==> src/rtl/sar_port_pkg.sv <==
package sar_port_pkg;

    typedef enum logic {
        DCLK_SRC_INT = 1'b0,
        DCLK_SRC_EXT = 1'b1
    } dclk_src_e;

endpackage

==> src/rtl/sar_work_reg.sv <==
module sar_work_reg #(
    parameter int unsigned WIDTH = 16,
    parameter int unsigned IDXW  = $clog2(WIDTH)
) (
    input  logic             clk,
    input  logic             rst,
    input  logic             bit_strobe,
    input  logic [IDXW-1:0]  bit_idx,
    input  logic             bit_val,
    output logic [WIDTH-1:0] word_o
);

    logic [WIDTH-1:0] word_d, word_q;

    // one enable per flop: each decision lands on its own bit
    for (genvar g = 0; g < WIDTH; g++) begin : g_bit
        always_comb begin
            word_d[g] = word_q[g];
            if (bit_strobe && (bit_idx == IDXW'(g))) begin
                word_d[g] = bit_val;
            end
        end
    end

    always_ff @(posedge clk) begin
        if (rst) word_q <= '0;
        else     word_q <= word_d;
    end

    assign word_o = word_q;

    assert_strobe_bit_R1: assert property (@(posedge clk) disable iff (rst)
        bit_strobe |=> (word_q[$past(bit_idx)] == $past(bit_val)));

endmodule

==> src/rtl/sar_dclk_gen.sv <==
module sar_dclk_gen #(
    parameter int unsigned WIDTH    = 16,
    parameter int unsigned HALF_DIV = 2
) (
    input  logic clk,
    input  logic rst,
    input  logic start,
    output logic dclk_o,
    output logic rise_o
);

    localparam int unsigned DW = (HALF_DIV > 1) ? $clog2(HALF_DIV) : 1;
    localparam int unsigned LW = $clog2(WIDTH + 1);

    typedef struct packed {
        logic          active;
        logic          dclk;
        logic [DW-1:0] div;
        logic [LW-1:0] left;
    } gen_t;

    gen_t st_d, st_q;

    always_comb begin
        st_d   = st_q;
        rise_o = 1'b0;
        if (start) begin
            st_d.active = 1'b1;
            st_d.dclk   = 1'b0;
            st_d.div    = '0;
            st_d.left   = LW'(WIDTH);
        end else if (st_q.active) begin
            if (st_q.div == DW'(HALF_DIV - 1)) begin
                st_d.div  = '0;
                st_d.dclk = ~st_q.dclk;
                if (st_q.dclk) begin
                    st_d.left = st_q.left - 1'b1;
                    if (st_q.left == LW'(1)) begin
                        st_d.active = 1'b0;
                    end
                end else begin
                    rise_o = 1'b1;
                end
            end else begin
                st_d.div = st_q.div + 1'b1;
            end
        end
    end

    always_ff @(posedge clk) begin
        if (rst) st_q <= '0;
        else     st_q <= st_d;
    end

    assign dclk_o = st_q.dclk;

    assert_idle_low_R7: assert property (@(posedge clk) disable iff (rst)
        !st_q.active |-> !st_q.dclk);

    assert_fall_counts_R7: assert property (@(posedge clk) disable iff (rst)
        ($fell(st_q.dclk) && !$past(start)) |->
            (st_q.left == LW'($past(st_q.left) - 1'b1)));

endmodule

==> src/rtl/sar_out_shift.sv <==
module sar_out_shift #(
    parameter int unsigned WIDTH = 16
) (
    input  logic             clk,
    input  logic             rst,
    input  logic             busy,
    input  logic             ext_sel,
    input  logic             ext_dclk,
    input  logic             sel_n,
    input  logic             int_rise,
    input  logic [WIDTH-1:0] word_i,
    output logic             load_o,
    output logic             sout_o,
    output logic             lost_o
);

    typedef struct packed {
        logic             busy;
        logic             ext;
        logic             sout;
        logic             lost;
        logic [WIDTH-1:0] sreg;
    } shf_t;

    shf_t st_d, st_q;
    logic end_ev, begin_ev, ext_rise, suppress, shift_ev;

    always_comb begin
        end_ev   = st_q.busy & ~busy;
        begin_ev = ~st_q.busy & busy;
        ext_rise = ext_dclk & ~st_q.ext;
        suppress = ext_sel & ext_dclk & ~sel_n;
        load_o   = end_ev & ~suppress;
        shift_ev = ~sel_n & (ext_sel ? ext_rise : int_rise);

        st_d      = st_q;
        st_d.busy = busy;
        st_d.ext  = ext_dclk;
        if (load_o) begin
            st_d.sreg = word_i;
        end else if (shift_ev) begin
            st_d.sout = st_q.sreg[WIDTH-1];
            st_d.sreg = {st_q.sreg[WIDTH-2:0], 1'b0};
        end
        if (begin_ev) begin
            st_d.lost = 1'b0;
        end else if (end_ev && suppress) begin
            st_d.lost = 1'b1;
        end
    end

    always_ff @(posedge clk) begin
        if (rst) st_q <= '0;
        else     st_q <= st_d;
    end

    assign sout_o = st_q.sout;
    assign lost_o = st_q.lost;

    assert_hold_in_conv_R3: assert property (@(posedge clk) disable iff (rst)
        (st_q.busy && busy && !shift_ev) |=> $stable(st_q.sreg));

    assert_suppress_flag_R4: assert property (@(posedge clk) disable iff (rst)
        (end_ev && ext_sel && ext_dclk && !sel_n) |=> (lost_o && $stable(st_q.sreg)));

    assert_lost_clear_R6: assert property (@(posedge clk) disable iff (rst)
        (busy && !st_q.busy) |=> !lost_o);

    assert_quiet_unselected_R8: assert property (@(posedge clk) disable iff (rst)
        sel_n |=> $stable(sout_o));

endmodule

==> src/rtl/sar_result_port.sv <==
module sar_result_port
    import sar_port_pkg::*;
#(
    parameter int unsigned WIDTH    = 16,
    parameter int unsigned HALF_DIV = 2,
    localparam int unsigned IDXW    = $clog2(WIDTH)
) (
    input  logic            clk,
    input  logic            rst,
    input  logic            conv_busy,
    input  logic            bit_strobe,
    input  logic [IDXW-1:0] bit_idx,
    input  logic            bit_val,
    input  logic            ext_clk_sel,
    input  logic            ext_dclk,
    input  logic            host_sel_n,
    output logic            ser_out,
    output logic            dclk_out,
    output logic            result_lost
);

    dclk_src_e        src;
    logic [WIDTH-1:0] work_word;
    logic             load, int_dclk, int_rise, burst_start;

    assign src         = dclk_src_e'(ext_clk_sel);
    assign burst_start = load && (src == DCLK_SRC_INT);

    sar_work_reg #(.WIDTH(WIDTH), .IDXW(IDXW)) u_work (
        .clk        (clk),
        .rst        (rst),
        .bit_strobe (bit_strobe),
        .bit_idx    (bit_idx),
        .bit_val    (bit_val),
        .word_o     (work_word)
    );

    sar_dclk_gen #(.WIDTH(WIDTH), .HALF_DIV(HALF_DIV)) u_dclk (
        .clk    (clk),
        .rst    (rst),
        .start  (burst_start),
        .dclk_o (int_dclk),
        .rise_o (int_rise)
    );

    sar_out_shift #(.WIDTH(WIDTH)) u_shift (
        .clk      (clk),
        .rst      (rst),
        .busy     (conv_busy),
        .ext_sel  (src == DCLK_SRC_EXT),
        .ext_dclk (ext_dclk),
        .sel_n    (host_sel_n),
        .int_rise (int_rise),
        .word_i   (work_word),
        .load_o   (load),
        .sout_o   (ser_out),
        .lost_o   (result_lost)
    );

    assign dclk_out = (src == DCLK_SRC_INT) ? int_dclk : 1'b0;

endmodule

==> config.mk <==
export PLATFORM = sky130hd
export DESIGN_NAME = sar_result_port
export DESIGN_NICKNAME = d
export VERILOG_FILES = /design/src/rtl/sar_port_pkg.sv /design/src/rtl/sar_work_reg.sv /design/src/rtl/sar_dclk_gen.sv /design/src/rtl/sar_out_shift.sv /design/src/rtl/sar_result_port.sv
export SDC_FILE = /design/constraint.sdc
export NUM_CORES = 1
export LEC_CHECK = 0
export BUFFER_PORTS_ARGS = -buffer_cell sky130_fd_sc_hd__buf_4
export CAP_MARGIN = 20
export CORE_MARGIN = 1.5
export CORE_UTILIZATION = 55
export CTS_CLUSTER_SIZE = 25
export DETAILED_ROUTE_END_ITERATION = 8
export PLACE_DENSITY = 0.74
export SYNTH_ARGS = -nofsm -noshare
export SYNTH_HDL_FRONTEND = slang
export SYNTH_SLANG_ARGS = --single-unit
export TNS_END_PERCENT = 100
==> constraint.sdc <==
create_clock -name clk -period 2.7 [get_ports clk]
set_input_delay 0.54 -clock clk [delete_from_list [all_inputs] [get_ports clk]]
set_output_delay 0.54 -clock clk [all_outputs]
set_load 0.03 [all_outputs]
==> results.toml <==
[placement]
place.gp.congestion = 0.716
pre_cts_slack_ps = 368
hpwl_um = 2660
io_buffers = 14

[yosys]
ys.warnings.count = 0
synth_top_area_cell = "dfxtp_1"
netlist_area_um2 = 2030
synth_cells = 217
ys_top_cells_by_area = "dfxtp_1 (43%), nand3b_1 (5.9%), a22oi_2 (5.6%)"
ys_seq_area_share_pct = 43.5
ys_ff_latch = 44
avgSynthCellArea_um2 = 9.34
synth_cell_types = 37
synth.top_cell.area_share_pct = 43.5
syn-num-nets = 231

[timing]
worstMarginPinSlew_ps = 1090
max_freq_mhz = 494
slew_violations = 0
finalCritPeriodShare_pct = 75.0
hold_violations = 0
holdWs_ps = 467
setup_tns_ps = 0
slew_headroom_pct = 27.3
fin_ws_ps = 675
setup_viol = 0
rsz0062_at_grt = "false"
finalCriticalPeriod_ps = 2020
skew_ps = 5.18

[global_route]
grt_antenna_before_repair = 0
overflow = 0
grt_pass1_wl_um = 6790
grt_pass1_vias = 1505
grt_max_degree = 40
grt_usage_pct = 20.9

[detailed_routing]
firstDrtPassIters = 4
antenna_left = 0
drc = 0
wire_per_inst_um = 14.4
num_vias = 1505
via_per_inst = 5.53
drt_iter0_markers = 63
drt_wl_total_um = 3910

[status]
outcome = "finished clean"

[power]
combPwrFrac_pct = 7.0
leakagePower_nw = 0.713
p_int_w = 0.000889
finalPower_w = 0.00116
p_sw_w = 0.000266
p_seq_share_pct = 57.3
ir_drop_uv = 372
power.density_nw_per_um2 = 523
p_sw_share_pct = 23.1
pwr-share-clk_pct = 35.7

[final_layout]
area_growth_pct = 9.01
multi_input_area_um2 = 1060
fill_cells = 304
drive_above_1_share_pct = 21.2
seq_area_um2 = 881
diodes = 0
fin_nets = 239

[clock_tree]
clock_sinks = 44
cts_max_level = 2
clock_latency_ps = 290
cts_tree = "yes"
hold_buffers = 0
cts-resized-gates = 0
clk_path_buf_depth = 2
numCtsBuffers = 5
clk_pin_slew_ps = 80
clockRootBuffer = "clkbuf_8"
post-cts-setup-buffers = 0

[run]
maxCapViolCount = 0

[critical_path]
cpLargestDelayFamily = "simple AND/OR/NAND/NOR gates"
cp_slowest_cell = "and2_1"
worst_ep_arrival_time_ps = 2190
cpPeakStageDelay_ps = 880
worst-path-buf-inv = 1
critPathMaxFanout = 31
critPathLaunchType = "primary input"
cp.required_ps = 2860
timing.critical_path.cells = "buf_4 > and2b_1 > and2_1 > nand3b_2 > a21oi_2"
end_kind = "register"
path_class = "primary input to register"

[die]
core_um2 = 3440
dieWidth_um = 63.7
dieArea_um2 = 4060
die_h_um = 63.7
rows = 21
start_util_pct = 58.9
ios = 15

[worst_hold_path]
hp-class = "register to register"
[sequential cells by signal, indices dropped and copies added, names as in the netlist]
signal	cells
u_dclk.dclk_o	1
u_dclk.st_q	7
u_shift.lost_o	1
u_shift.sout_o	1
u_shift.st_q	18
u_work.word_o	16
[synth_stat cells, drive strengths merged]
master / number
nand3b: 19
nor3b: 1
dfxtp: 44
or3: 1
nand2b: 5
ha: 2
o31ai: 1
nor4: 1
a22oi: 16
xnor2: 4
clkbuf: 8
nand4b: 1
o32a: 1
nor2: 26
and2: 1
nor3: 4
nand4: 1
buf: 5
o31a: 1
o21ai: 10
mux2i: 6
and2b: 1
a21boi: 1
inv: 4
nand2: 15
nand3: 4
nor2b: 2
a21oi: 29
xor2: 2
o32ai: 1
[logic make-up after synthesis]
family / Yosys count / share of synthesized area, %
adder cells (fa/ha/maj): 2 / 1.23
AO/OA/AOI/OAI: 60 / 23.3
flip-flops: 44 / 43.5
multiplexers: 6 / 2.96
AND/OR/NAND/NOR: 82 / 22.1
XOR/XNOR: 6 / 2.59
buffers and inverters: 17 / 4.32
[per-layer routing]
layer  share of wire, %  vias to the layer above  global-route usage [%]
met2                 51                       17                    37.8
met1                 46                      710                    25.8
met4                  0                        0                    3.26
met5                  0                        -                       0
met3                2.6                        0                    4.82
li1                   -                      778                       -
[worst paths after layout]
path	to	startpoint	cells past startpoint	slack (ps)
setup reg to reg	u_shift.st_q[10]$_SDFFE_PP0P_	u_shift.st_q[19]$_SDFF_PP0_	4	750
hold reg to reg	u_shift.sout_o$_SDFFE_PP0P_	u_shift.sout_o$_SDFFE_PP0P_	2	470
setup / recovery	u_shift.st_q[10]$_SDFFE_PP0P_	conv_busy	5	680
hold / removal	u_shift.sout_o$_SDFFE_PP0P_	u_shift.sout_o$_SDFFE_PP0P_	2	470
[cell usage in the layout (no fill, tap or decap)]
master,Yosys,routed
inv_1,4,4
dfxtp_1,44,44
o31ai_1,1,1
a21oi_2,10,10
nand3_1,4,4
nor4_1,1,1
nor2_1,25,25
nor2_2,1,1
xnor2_1,4,4
and2_1,1,1
a22oi_1,6,6
nand2b_1,5,5
nand4_1,1,1
o31a_1,1,1
nand3b_1,16,16
nand3b_2,3,3
nor3_1,4,4
clkinv_2,0,2
nor2b_1,2,2
clkbuf_8,0,6
buf_4,0,14
nor3b_1,1,1
or3_4,1,1
o21ai_0,10,10
ha_1,2,2
o32a_1,1,1
nand4b_1,1,1
a21oi_1,19,19
a22oi_2,9,9
a21boi_0,1,1
o32ai_4,1,1
and2b_1,1,1
xor2_1,2,2
nand2_1,15,15
mux2i_1,6,6
a22oi_4,1,1
[power groups by stage]
stage	clock [W]	sequential, W	combinational [W]
finish	0.000413	0.000662	0.0000809
global route	0.000450	0.000663	0.0000890
CTS	0.000423	0.000662	0.0000805
detailed placement	0	0.000677	0.0000803
global placement	0	0.000677	0.0000771
floorplan	0	0.000675	0.0000588
[through the flow]
step | std cells | utilization (%) | instance area [um^2]
2_1_floorplan | 217 | - | 2030
3_3_place_gp | 264 | 61.5 | 2120
3_5_place_dp | 264 | 61.5 | 2120
4_1_cts | 272 | 64.2 | 2210
5_1_grt | 272 | 64.2 | 2210
6_report | 272 | 64.2 | 2210
[final cells by class]
class,count,share of cell area (%)
tap,46,2.60
timing repair buffer,14,4.76
multi-input combinational,156,47.9
sequential,44,39.9
inverter,4,0.680
clock inverter,2,0.453
clock buffer,6,3.74
[worst min-delay path: cells and delay by family, from the launching register on]
kind	cells	cell delay, ps
flops	1	320
simple gates	1	60
compound gates	1	50
Note: power is estimated with default switching activity, not from simulation.
